## config.mk

```make
export PLATFORM = sky130hd
export DESIGN_NAME = spi_tgt_hostif
export DESIGN_NICKNAME = d
export VERILOG_FILES = /design/src/rtl/spi_tgt_pkg.sv /design/src/rtl/spi_tgt_sync.sv /design/src/rtl/spi_tgt_link.sv /design/src/rtl/spi_tgt_events.sv /design/src/rtl/spi_tgt_hostif.sv
export SDC_FILE = /design/constraint.sdc
export NUM_CORES = 1
export LEC_CHECK = 0
export BUFFER_PORTS_ARGS = -buffer_cell sky130_fd_sc_hd__buf_2
export CORE_MARGIN = 4
export CORE_UTILIZATION = 40
export CTS_CLUSTER_DIAMETER = 200
export CTS_CLUSTER_SIZE = 12
export DETAILED_ROUTE_END_ITERATION = 16
export SLEW_MARGIN = 20
export SYNTH_ARGS = -nofsm -noshare
export SYNTH_HDL_FRONTEND = slang
export SYNTH_HIERARCHICAL = 1
export SYNTH_SLANG_ARGS = --single-unit
```

## constraint.sdc

```tcl
create_clock -name clk -period 2.5 [get_ports clk]
set_clock_uncertainty 0.05 [all_clocks]
set_input_delay 0.5 -clock clk [delete_from_list [all_inputs] [get_ports clk]]
set_output_delay 0.5 -clock clk [all_outputs]
set_load 0.02 [all_outputs]
```

## src/rtl/spi_tgt_pkg.sv

```systemverilog
package spi_tgt_pkg;

    typedef enum logic [1:0] {
        LS_OFF  = 2'd0,
        LS_IDLE = 2'd1,
        LS_SEL  = 2'd2,
        LS_XFER = 2'd3
    } link_state_e;

    localparam int EV_W         = 8;
    localparam int EV_IN_HALF   = 0;
    localparam int EV_IN_FULL   = 1;
    localparam int EV_OUT_HALF  = 2;
    localparam int EV_OUT_EMPTY = 3;
    localparam int EV_LEVEL     = 4;
    localparam int EV_CS_FALL   = 5;
    localparam int EV_CS_RISE   = 6;
    localparam int EV_EOR       = 7;

    localparam logic [2:0] RG_CTRL   = 3'd0;
    localparam logic [2:0] RG_STAT   = 3'd1;
    localparam logic [2:0] RG_EVEN   = 3'd2;
    localparam logic [2:0] RG_LVL    = 3'd3;
    localparam logic [2:0] RG_SBYTE  = 3'd4;
    localparam logic [2:0] RG_INPTR  = 3'd5;
    localparam logic [2:0] RG_OUTPTR = 3'd6;
    localparam logic [2:0] RG_BUSY   = 3'd7;

    localparam logic [1:0] RGN_CTRL = 2'd0;
    localparam logic [1:0] RGN_IN   = 2'd1;
    localparam logic [1:0] RGN_OUT  = 2'd2;

endpackage

```

## src/rtl/spi_tgt_sync.sv

```systemverilog
module spi_tgt_sync #(
    parameter int              WIDTH     = 3,
    parameter int              STAGES    = 2,
    parameter logic [WIDTH-1:0] RESET_VAL = '0
) (
    input  logic             clk,
    input  logic             rst_n,
    input  logic [WIDTH-1:0] async_i,
    output logic [WIDTH-1:0] sync_o
);

    for (genvar g = 0; g < WIDTH; g++) begin : g_bit
        logic [STAGES-1:0] chain_q;

        always_ff @(posedge clk or negedge rst_n) begin
            if (!rst_n) begin
                chain_q <= {STAGES{RESET_VAL[g]}};
            end else begin
                chain_q <= {chain_q[STAGES-2:0], async_i[g]};
            end
        end

        assign sync_o[g] = chain_q[STAGES-1];
    end

endmodule

```

## src/rtl/spi_tgt_link.sv

```systemverilog
module spi_tgt_link
    import spi_tgt_pkg::*;
(
    input  logic       clk,
    input  logic       rst_n,
    input  logic       en,
    input  logic       sck_s,
    input  logic       cs_n_s,
    input  logic       mosi_s,
    input  logic [7:0] tx_byte,
    output logic       miso,
    output logic       byte_vld,
    output logic [7:0] byte_data,
    output logic       cs_fell,
    output logic       cs_rose,
    output logic       eor,
    output logic       busy
);

    link_state_e state_q, state_d;
    logic        sck_d, cs_d;
    logic        sck_rise, sck_fall, cs_fall_w, cs_rise_w;
    logic        shift_ok;
    logic [2:0]  bit_cnt;
    logic [7:0]  rx_sh, tx_sh;

    // edge detection on synchronized inputs
    always_ff @(posedge clk or negedge rst_n) begin
        if (!rst_n) begin
            sck_d <= 1'b0;
            cs_d  <= 1'b1;
        end else begin
            sck_d <= sck_s;
            cs_d  <= cs_n_s;
        end
    end

    assign sck_rise  = sck_s & ~sck_d;
    assign sck_fall  = ~sck_s & sck_d;
    assign cs_fall_w = cs_d & ~cs_n_s;
    assign cs_rise_w = ~cs_d & cs_n_s;

    // state register
    always_ff @(posedge clk or negedge rst_n) begin
        if (!rst_n) begin
            state_q <= LS_OFF;
        end else begin
            state_q <= state_d;
        end
    end

    // next state
    always_comb begin
        state_d = state_q;
        unique case (state_q)
            LS_OFF: begin
                if (en) state_d = LS_IDLE;
            end
            LS_IDLE: begin
                if (!en)            state_d = LS_OFF;
                else if (cs_fall_w) state_d = LS_SEL;
            end
            LS_SEL: begin
                if (!en)            state_d = LS_OFF;
                else if (cs_rise_w) state_d = LS_IDLE;
                else if (sck_rise)  state_d = LS_XFER;
            end
            LS_XFER: begin
                if (!en)            state_d = LS_OFF;
                else if (cs_rise_w) state_d = LS_IDLE;
            end
        endcase
    end

    // outputs
    always_comb begin
        busy      = (state_q == LS_SEL) || (state_q == LS_XFER);
        cs_fell   = en && (state_q == LS_IDLE) && cs_fall_w;
        cs_rose   = en && busy && cs_rise_w;
        eor       = en && (state_q == LS_XFER) && cs_rise_w;
        shift_ok  = en && busy && !cs_rise_w;
        byte_vld  = shift_ok && sck_rise && (bit_cnt == 3'd7);
        byte_data = {rx_sh[6:0], mosi_s};
        miso      = tx_sh[7];
    end

    // shift datapath
    always_ff @(posedge clk or negedge rst_n) begin
        if (!rst_n) begin
            bit_cnt <= '0;
            rx_sh   <= '0;
            tx_sh   <= '0;
        end else if (!en) begin
            bit_cnt <= '0;
            rx_sh   <= '0;
            tx_sh   <= '0;
        end else if (cs_fell) begin
            bit_cnt <= '0;
            tx_sh   <= tx_byte;
        end else if (shift_ok && sck_rise) begin
            rx_sh   <= byte_data;
            bit_cnt <= bit_cnt + 3'd1;
        end else if (shift_ok && sck_fall) begin
            tx_sh   <= (bit_cnt == 3'd0) ? tx_byte : {tx_sh[6:0], 1'b0};
        end
    end

    // MISO only moves after a sampled falling SCK or a select
    a_r2_miso_holds: assert property (@(posedge clk) disable iff (!rst_n)
        (en && !sck_fall && !cs_fell) |=> $stable(miso));

    // end-of-read never without a chip-select rising event
    a_r8_eor_with_rise: assert property (@(posedge clk) disable iff (!rst_n)
        eor |-> (cs_rose && !cs_fell));

endmodule

```

## src/rtl/spi_tgt_events.sv

```systemverilog
module spi_tgt_events #(
    parameter int N = 8
) (
    input  logic         clk,
    input  logic         rst_n,
    input  logic         en,
    input  logic [N-1:0] set_i,
    input  logic [N-1:0] mask_i,
    input  logic [N-1:0] clr_i,
    output logic [N-1:0] stat_o,
    output logic         irq_o
);

    always_ff @(posedge clk or negedge rst_n) begin
        if (!rst_n) begin
            stat_o <= '0;
        end else if (!en) begin
            stat_o <= '0;
        end else begin
            stat_o <= (stat_o & ~clr_i) | (set_i & mask_i);
        end
    end

    assign irq_o = |stat_o;

    // a flag only appears when its enable bit was set
    a_r9_masked_set: assert property (@(posedge clk) disable iff (!rst_n)
        en |=> ((stat_o & ~$past(stat_o) & ~$past(mask_i)) == '0));

    // cleared flags drop unless set in the same cycle
    a_r10_w1c: assert property (@(posedge clk) disable iff (!rst_n)
        en |=> ((stat_o & $past(clr_i & ~set_i)) == '0));

endmodule

```

## src/rtl/spi_tgt_hostif.sv

```systemverilog
module spi_tgt_hostif
    import spi_tgt_pkg::*;
#(
    parameter  int DEPTH  = 16,
    parameter  int LVL_W  = 7,
    parameter  int STAGES = 2,
    localparam int PTR_W  = $clog2(DEPTH),
    localparam int ADDR_W = PTR_W + 2
) (
    input  logic              clk,
    input  logic              rst_n,
    input  logic              spi_sck,
    input  logic              spi_cs_n,
    input  logic              spi_mosi,
    output logic              spi_miso,
    input  logic              cpu_we,
    input  logic [ADDR_W-1:0] cpu_addr,
    input  logic [7:0]        cpu_wdata,
    output logic [7:0]        cpu_rdata,
    output logic              irq
);

    localparam int HALF  = DEPTH / 2;
    localparam int CNT_W = LVL_W + 1;

    logic [2:0] sync_q;
    logic       sck_s, cs_n_s, mosi_s;

    logic       ctrl_en, ctrl_wrap, ctrl_osel;
    logic [7:0] ev_en;
    logic [LVL_W-1:0] lvl_thr;
    logic       lvl_dis;
    logic [7:0] sbyte;
    logic [7:0] in_buf  [DEPTH];
    logic [7:0] out_buf [DEPTH];
    logic [PTR_W:0]   in_ptr;
    logic [CNT_W-1:0] lvl_cnt;

    logic       byte_vld, cs_fell, cs_rose, eor, busy;
    logic [7:0] byte_data, tx_byte;
    logic [PTR_W-1:0] tx_idx;
    logic       wr_now, lvl_hit;
    logic [EV_W-1:0] ev_set, ev_clr, ev_stat;

    logic [1:0]       rgn;
    logic [PTR_W-1:0] off;

    assign rgn = cpu_addr[ADDR_W-1 -: 2];
    assign off = cpu_addr[PTR_W-1:0];

    spi_tgt_sync #(
        .WIDTH    (3),
        .STAGES   (STAGES),
        .RESET_VAL(3'b010)
    ) u_sync (
        .clk    (clk),
        .rst_n  (rst_n),
        .async_i({spi_mosi, spi_cs_n, spi_sck}),
        .sync_o (sync_q)
    );

    assign sck_s  = sync_q[0];
    assign cs_n_s = sync_q[1];
    assign mosi_s = sync_q[2];

    // transmit byte: index 0 at select, else current position
    assign tx_idx  = cs_fell ? '0 : in_ptr[PTR_W-1:0];
    assign tx_byte = ctrl_osel ? out_buf[tx_idx] : sbyte;

    spi_tgt_link u_link (
        .clk      (clk),
        .rst_n    (rst_n),
        .en       (ctrl_en),
        .sck_s    (sck_s),
        .cs_n_s   (cs_n_s),
        .mosi_s   (mosi_s),
        .tx_byte  (tx_byte),
        .miso     (spi_miso),
        .byte_vld (byte_vld),
        .byte_data(byte_data),
        .cs_fell  (cs_fell),
        .cs_rose  (cs_rose),
        .eor      (eor),
        .busy     (busy)
    );

    assign wr_now  = byte_vld && !in_ptr[PTR_W];
    assign lvl_hit = byte_vld && !lvl_dis && (lvl_thr != '0) &&
                     ((lvl_cnt + 1'b1) == {1'b0, lvl_thr});

    always_comb begin
        ev_set               = '0;
        ev_set[EV_IN_HALF]   = wr_now && (in_ptr[PTR_W-1:0] == PTR_W'(HALF - 1));
        ev_set[EV_OUT_HALF]  = ev_set[EV_IN_HALF];
        ev_set[EV_IN_FULL]   = wr_now && (in_ptr[PTR_W-1:0] == PTR_W'(DEPTH - 1));
        ev_set[EV_OUT_EMPTY] = ev_set[EV_IN_FULL];
        ev_set[EV_LEVEL]     = lvl_hit;
        ev_set[EV_CS_FALL]   = cs_fell;
        ev_set[EV_CS_RISE]   = cs_rose;
        ev_set[EV_EOR]       = eor;
        ev_clr = (cpu_we && rgn == RGN_CTRL && off[2:0] == RG_STAT) ? cpu_wdata : '0;
    end

    spi_tgt_events #(.N(EV_W)) u_events (
        .clk   (clk),
        .rst_n (rst_n),
        .en    (ctrl_en),
        .set_i (ev_set),
        .mask_i(ev_en),
        .clr_i (ev_clr),
        .stat_o(ev_stat),
        .irq_o (irq)
    );

    // configuration registers and output buffer
    always_ff @(posedge clk or negedge rst_n) begin
        if (!rst_n) begin
            ctrl_en   <= 1'b0;
            ctrl_wrap <= 1'b0;
            ctrl_osel <= 1'b0;
            ev_en     <= '0;
            lvl_thr   <= '0;
            lvl_dis   <= 1'b0;
            sbyte     <= '0;
            for (int i = 0; i < DEPTH; i++) out_buf[i] <= '0;
        end else if (cpu_we) begin
            if (rgn == RGN_CTRL) begin
                unique case (off[2:0])
                    RG_CTRL:  {ctrl_osel, ctrl_wrap, ctrl_en} <= cpu_wdata[2:0];
                    RG_EVEN:  ev_en <= cpu_wdata;
                    RG_LVL: begin
                        lvl_thr <= cpu_wdata[LVL_W-1:0];
                        lvl_dis <= cpu_wdata[7];
                    end
                    RG_SBYTE: sbyte <= cpu_wdata;
                    default: ;
                endcase
            end else if (rgn == RGN_OUT) begin
                out_buf[off] <= cpu_wdata;
            end
        end
    end

    // input pointer and level counter
    always_ff @(posedge clk or negedge rst_n) begin
        if (!rst_n) begin
            in_ptr  <= '0;
            lvl_cnt <= '0;
        end else if (!ctrl_en || cs_fell) begin
            in_ptr  <= '0;
            lvl_cnt <= '0;
        end else if (byte_vld) begin
            if (!lvl_cnt[CNT_W-1] || lvl_cnt != '1) lvl_cnt <= lvl_cnt + 1'b1;
            if (wr_now) begin
                if (in_ptr[PTR_W-1:0] == PTR_W'(DEPTH - 1)) begin
                    in_ptr <= ctrl_wrap ? '0 : (PTR_W+1)'(DEPTH);
                end else begin
                    in_ptr <= in_ptr + 1'b1;
                end
            end
        end
    end

    // input buffer
    always_ff @(posedge clk or negedge rst_n) begin
        if (!rst_n) begin
            for (int i = 0; i < DEPTH; i++) in_buf[i] <= '0;
        end else if (wr_now) begin
            in_buf[in_ptr[PTR_W-1:0]] <= byte_data;
        end
    end

    // read mux
    always_comb begin
        cpu_rdata = '0;
        unique case (rgn)
            RGN_CTRL: begin
                unique case (off[2:0])
                    RG_CTRL:   cpu_rdata = {5'b0, ctrl_osel, ctrl_wrap, ctrl_en};
                    RG_STAT:   cpu_rdata = ev_stat;
                    RG_EVEN:   cpu_rdata = ev_en;
                    RG_LVL:    cpu_rdata = {lvl_dis, 7'(lvl_thr)};
                    RG_SBYTE:  cpu_rdata = sbyte;
                    RG_INPTR:  cpu_rdata = 8'(in_ptr);
                    RG_OUTPTR: cpu_rdata = busy ? 8'(in_ptr[PTR_W-1:0]) : 8'd0;
                    RG_BUSY:   cpu_rdata = {7'b0, busy};
                endcase
            end
            RGN_IN:  cpu_rdata = in_buf[off];
            RGN_OUT: cpu_rdata = out_buf[off];
            default: cpu_rdata = '0;
        endcase
    end

    // wrap returns pointer to zero after the last location
    a_r4_wrap_to_zero: assert property (@(posedge clk) disable iff (!rst_n)
        (ctrl_en && wr_now && ctrl_wrap && in_ptr == (PTR_W+1)'(DEPTH - 1)) |=> (in_ptr == '0));

    // pointer never exceeds DEPTH
    a_r5_ptr_bound: assert property (@(posedge clk) disable iff (!rst_n)
        in_ptr <= (PTR_W+1)'(DEPTH));

    // a stopped pointer stays stopped until the next select
    a_r5_stop_holds: assert property (@(posedge clk) disable iff (!rst_n)
        (ctrl_en && in_ptr[PTR_W] && !cs_fell) |=> in_ptr[PTR_W]);

    // disabling clears flags and pointer
    a_r12_disabled_quiet: assert property (@(posedge clk) disable iff (!rst_n)
        !ctrl_en |=> ((ev_stat == '0) && (in_ptr == '0)));

endmodule

```

* Word level (Yosys, flattened, before mapping) *
Index checks and enable logic that the tools add are counted.

cells by class
  add/subtract/negate cells = 3
  magnitude comparators = 5
  equality and inequality tests = 26
  muxes and demuxes = 50
  bitwise gates (word level) = 16
  reduce and logical (&&, ||, !) cells = 47

operators by type and width
  cell                                                                          count
  128-bit bitwise mux                                                           2
  8-bit two-way mux                                                             19
  8-bit binary-select mux with 4-bit select                                     3
  8-bit demux with 4-bit select                                                 2
  8-bit one-hot mux with 8 select lines                                         1
  5-bit two-way mux                                                             5
  8-bit one-hot mux with 3 select lines                                         1
  7-bit two-way mux                                                             3
  1-bit logical AND                                                             20
  8-bit AND                                                                     2
  2-bit two-way mux                                                             8
  3-bit == test, second input constant                                          5
  5-bit >= comparator, second input constant                                    3
  4-bit NOT with 5-bit output                                                   3
  3-bit AND reduction                                                           5
  5-bit by 1-bit less-than comparator with 1-bit output, second input constant  2
  3-bit two-way mux                                                             3
  8-bit by 1-bit adder with 8-bit output, second input constant                 1
  8-bit by 7-bit == test with 1-bit output                                      1
  4-bit two-way mux                                                             2
  8-bit != test, second input constant                                          1
  8-bit NOT                                                                     1
  8-bit bitwise OR                                                              1
  2-bit one-hot mux with 4 select lines                                         1
  25 further kinds                                                              52

storage, ports and cells
  bits in registers = 332
  bits of input ports = 20
  output and inout bits = 10
  logic and storage cells = 198

* Longest topological paths before layout *
  depth after elaboration = 14
  gate-level depth with buffers = 11
  depth with buffers taken out = 9

* By module *
Netlist, hierarchy kept.

by module, submodules not included
  module          instances  cells each  area an instance (µm²)  sequential area each (µm²)
  spi_tgt_hostif  1          1275        15646.3                 7407.1
  spi_tgt_link    1          100         1091.0                  551.8
  spi_tgt_events  1          35          356.6                   200.2
  spi_tgt_sync    1          9           175.2                   152.6

* Least setup slack after synthesis *
Ideal clock, no wire load.

  path type = reg-to-reg
  start = reg u_sync.g_bit[1].chain_q[1]
  end = reg in_buf[64] in the netlist's numbering
  setup time = 0.125 ns
  arrival = 2.440 ns
  data required time = 2.325 ns
  path slack = -0.114 ns
  stages on the path, launching flop included = 10
  path buffers = 1
  clock period less this slack = 2.614 ns
  cell sequence = dfstp_2 buf_4 nor2b_1 nor4b_4 and2_1 inv_1 nor2_8 nand2_1 nor2_2 mux2_2

on the way
  longest elaborated chain between the ends = 6

RTL lines
  what                             RTL line               source
  from (decl)                      spi_tgt_sync.sv:13     logic [STAGES-1:0] chain_q;
  from (signal assigned)           spi_tgt_sync.sv:17     chain_q <= {STAGES{RESET_VAL[g]}};
  from (signal assigned)           spi_tgt_sync.sv:19     chain_q <= {chain_q[STAGES-2:0], async_i[g]};
  1-bit AND                        spi_tgt_link.sv:41     assign cs_rise_w = ~cs_d & cs_n_s;
  1-bit zero test                  spi_tgt_link.sv:81     shift_ok = en && busy && !cs_rise_w;
  1-bit logical AND                spi_tgt_link.sv:81
  1-bit logical AND (2 in a row)   spi_tgt_link.sv:82     byte_vld = shift_ok && sck_rise && (bit_cnt == 3'd7);
  via byte_vld                     spi_tgt_hostif.sv:39   logic byte_vld, cs_fell, cs_rose, eor, busy;
  1-bit logical AND                spi_tgt_hostif.sv:87   assign wr_now = byte_vld && !in_ptr[PTR_W];
  to (signal, indexed assignment)  spi_tgt_hostif.sv:169  in_buf[in_ptr[PTR_W-1:0]] <= byte_data;
  to (decl)                        spi_tgt_hostif.sv:34   logic [7:0] in_buf [DEPTH];

The timed path passes the listed nets, and every way through them passes these cells.
A chain may end at the register's enable or synchronous reset.

* Worst setup path after layout *
  start = reg u_link.state_q[1]
  end = out cpu_rdata[2]

on the way
  longest elaborated chain between the ends = 5
  elaborated cells on any way between the ends = 6
  those cells by class = 2 x eq/ne; 3 x mux; 1 x reduce/logical

RTL lines
  what                                     RTL line               source
  from (decl)                              spi_tgt_link.sv:20     link_state_e state_q, state_d;
  from (signal assigned)                   spi_tgt_link.sv:48     state_q <= state_d;
  2-bit == test                            spi_tgt_link.sv:77     busy = (state_q == LS_SEL) || (state_q == LS_XFER);
  1-bit logical OR *                       spi_tgt_link.sv:77
  4-bit two-way mux *                      spi_tgt_hostif.sv:185  RG_OUTPTR: cpu_rdata = busy ? 8'(in_ptr[PTR_W-1:0]) : 8'd0;
  8-bit one-hot mux with 8 select lines *  spi_tgt_hostif.sv:178  unique case (off[2:0])
  8-bit one-hot mux with 3 select lines *  spi_tgt_hostif.sv:176  unique case (rgn)
  to (decl)                                spi_tgt_hostif.sv:19   output logic [7:0] cpu_rdata,

Every way passes the cells marked *; elsewhere a longest branch is shown, timed or not.

==> results.md <==
- The total iterations of the first detailed-routing run is 5.
- In the final timing run, aggregate negative setup slack is -1450 ps.
- Max-cap violations in this run came to 0.
- The number of antenna violations at the first check in global routing is 1.
- The delay contributed by the slowest stage of the critical path is 410 ps.
- From synthesis to final layout, the design area changed by 22.8%.
- The critical path goes through buf_6 -> and3b_1 -> o21a_1 -> a222oi_1 -> o211ai_1 -> buf_4.
- At the later pin of the worst-skew pair, clock insertion delay measures around 600 ps.
- The total inserted antenna cells is 0.
- The global-route congestion overflow total is 0.
- In this run the most critical hold path is launched from u_sync/g_bit[2].chain_q[0].
- The number of nets in the final layout is 1607.
- The all-layer global routing usage is 21.4%.
- The number of nets produced by synthesis is 1447.
- The fmax is 0.358 GHz.
- The max-slew headroom at the worst pin is 50.2%.
- The path type of the worst setup path is register to output port.
- The synthesized netlist occupies a cell area of between 15000 and 20000 um^2.
- The maximum count of clock buffers along a single path is 3.
- Ranked by total cell area, the synthesized netlist is headed by sky130_fd_sc_hd__dfrtp_1 48%, sky130_fd_sc_hd__mux2_2 19%, sky130_fd_sc_hd__mux2i_1 8.5%, sky130_fd_sc_hd__mux4_2 2.1%, sky130_fd_sc_hd__a22oi_1 2.0%.
- Of the available clock period, the critical path in the final layout requires 112%.
- The floorplan die area is 46600 um^2.
- In this run the biggest area consumer among cell types represents 47.7% of the synthesized area.
- Detailed placement ended at an HPWL of roughly 36000 um.
- The final max-slew violation count came to 0.
- For this run, asynchronously set or reset flops after synthesis account for 100%.
- After detailed routing, the number of vias per cell comes to 5.62.
- The number of global-route vias before repair is 12690.
- The capturing element type of the critical path is an output port.
- At the end of the flow the core is filled with cells to 50.1%.
- The final design area excluding fillers is 21200 um^2.
- The clock sink count is 332.
- Setup repair after global routing could not meet its margin everywhere.
- In this run the number of H-tree levels came out at 1.
- Setup violations remaining at the end of the flow were counted as 11.
- The die is 216 um wide.
- The endpoint identified for the worst register-to-register timing path is u_link/tx_sh[7].
- Clock-pin slew was measured on the worst setup and hold paths at 60 ps.
- The cell count after synthesis came out at 1419.
- The sequential share of the synthesized area is 48.1%.
- The die boundary height is 216 um.
- In this run the cell area measured after placement is 19500 um^2.
- The data arrival time of the critical path is 2250 ps.
- The leakage dissipation is ~9.6 nW.
- The global-route track usage on met2 is 35.9%.
- Counting instances, the worst hold path has a depth of 0.
- The final route contains around 12000 vias.
- The final hold violation count is 0.
- The final worst slack is -297 ps.
- The floorplan has 75 rows.
- The flow ran to the end, but the final reports show violations.
- Dividing the detail-routed wire length by the instance count gives 23.3 um.
- Among all flip-flop cells after synthesis, the most frequent one is sky130_fd_sc_hd__dfrtp_1.
- After synthesis, the most frequently instantiated cells are 329 x sky130_fd_sc_hd__dfrtp_1, 296 x sky130_fd_sc_hd__mux2_2, 146 x sky130_fd_sc_hd__mux2i_1.
- For flop-to-flop paths, the worst setup slack is -40 ps.
- The congestion estimate from routability-driven global placement came to 0.911.
- The startpoint identified for the worst register-to-register timing path is u_sync/g_bit[1].chain_q[1].
- In this run the power density over the cells is 592 nW/um^2.
- The required time of the critical path is 1950 ps.
- The count of state elements after synthesis is 332.
- The synthesized design contains 0 enable-type register cells.
- The wire length of the first global-routing pass is 78300 um.
- The initial utilization of the core area, before any placement, comes to 40.8%.
- Final hold analysis gives a worst-case slack of 298 ps.
- The number of remaining DRC errors is 0.
- The master of the slowest instance on the critical path is sky130_fd_sc_hd__a222oi_1.
- The worst vdd rail ir drop is around 0.49 mV.
- The checks that failed: negative setup slack.
- The detailed-route wire length is about 50000 um.
- The worst hold path endpoint is u_sync/g_bit[2].chain_q[1].
- The root buffer selected by CTS is sky130_fd_sc_hd__clkbuf_16.
- The largest fanout on the critical path is 3.
- The number of unique standard cell types used by synthesis is 73.
- In this run the count of I/O pins placed on the die edge is 30.
- The number of cells on the worst reg-to-reg path is 10.
- The cell count after placement is 2097.
- The post-route netlist has about 43% of its cells at a drive strength greater than 1.
- The number of buffers created by CTS is 31.
- The kind of path behind the tightest hold check is register to register.
- After layout, the minimum clock period comes to roughly 2800 ps.
- The sum of buffers and inverters on the critical path is 2.
- The kind of cell with the highest combined delay on the critical path is compound AO/OA/AOI/OAI gates.
- The worst setup path is launched from a register.
- The measured slew at the worst slew-check pin is 747 ps.
- The count of placed standard cells in the final layout, fillers left out is between 2000 and 2500.
- Of all cell types, the one taking the most synthesized area is sky130_fd_sc_hd__dfrtp_1.
- The met1 routing resource usage after global routing is 29.6%.
- The met3 usage is between 2 and 3%.
- The average footprint of a synthesized cell is 12.2 um^2.
- The region available for standard cell placement spans 42300 um^2.
- The remaining antenna violation count after routing is 0.
- The TritonCTS clock tree is yes.
- The largest net degree at the start of global routing is 65.
- The first routing iteration left 852 violations.
- In the post-synthesis netlist, the cell with the most instances is sky130_fd_sc_hd__dfrtp_1.
- The most used routing layer in global routing is met2.
- The count of buffers from port buffering is 29.
- The number of warning messages in the yosys log is 6.
## where the power goes
part | switching (mW) | internal (mW)
registers | 0.386 | 5.77
clock network | 2.09 | 2.43
logic | 0.946 | 0.921
## logic make-up after synthesis
| group | synth area share (%) |
|---|---|
| multiplexers | 29.9 |
| flip-flops | 48.1 |
| AND/OR/NAND/NOR | 9.25 |
| AO/OA/AOI/OAI | 8.19 |
| buffers and inverters | 3.12 |
| XOR/XNOR | 0.811 |
| adder cells (fa/ha/maj) | 0.580 |
## how the worst max path moves through the flow
| stage | from | cells past startpoint | endpoint |
|---|---|---|---|
| 2_1_floorplan | u_sync/g_bit[1].chain_q[1] | 9 | in_buf[40] |
| 3_3_place_gp | cpu_addr[0] | 9 | cpu_rdata[3] |
| 3_5_place_dp | cpu_addr[0] | 9 | cpu_rdata[3] |
| 4_1_cts | u_link/state_q[1] | 6 | cpu_rdata[2] |
| 5_1_grt | u_link/state_q[1] | 6 | cpu_rdata[2] |
| 6_report | u_link/state_q[1] | 6 | cpu_rdata[2] |
## metal layers
layer	share of wire, %	vias to the layer above
met5	0	-
met4	2.5	0
met3	4.2	74
met2	49	285
met1	45	6381
li1	-	5513
## cells in the final DEF (no fill, tap or decap), drive strengths merged, types with 4 or more instances in the layout
master	count
a2bb2oi	6
a21boi	8
and3	10
a21oi	34
nor3	15
nor2b	16
ha	8
mux2i	146
o21ai	30
buf	219
nand2	91
or3	4
nor2	62
and2	14
a31oi	16
clkbuf	57
dfrtp	329
inv	15
dlygate4sd3	4
nand4	6
nand3	33
o221ai	11
xnor2	10
mux4	16
nand2b	24
o22ai	8
a22oi	46
mux2	297
a22o	19
xor2	6
## area by class of cell
type,instances,area (um^2)
Inverter,14,55.1
Timing Repair Buffer,225,2270
Clock inverter,2,50.0
Tap cell,577,722
Clock buffer,55,866
Multi-Input combinational cell,975,8920
Sequential cell,332,8320
Fill cell,3722,21100
## flip-flops by register name (all words and copies together) (netlist names), 6 cells and up
register,cells
u_link/rx_sh,7
ev_en,8
out_buf,128
u_link/tx_sh,8
u_events/stat_o,8
lvl_thr,7
lvl_cnt,8
u_sync/g_bit.chain_q,6
in_buf,128
sbyte,8
## timing repair
action	in CTS	in global routing
cloned	0	1
endpoints found under the setup margin	17	139
hold endpoints to repair	58	0
pin swaps	35	37
resized for setup	64	67
setup buffers	8	18
hold buffers	4	0
## per-stage QoR
stage	total power, mW	setup slack (ps)
6_report	12.6	-297
5_1_grt	13.0	-313
4_1_cts	12.6	-283
3_5_place_dp	7.95	-423
3_3_place_gp	7.92	-418
2_1_floorplan	7.17	-57.5
No activity file was read; power rests on OpenSTA's default activity.
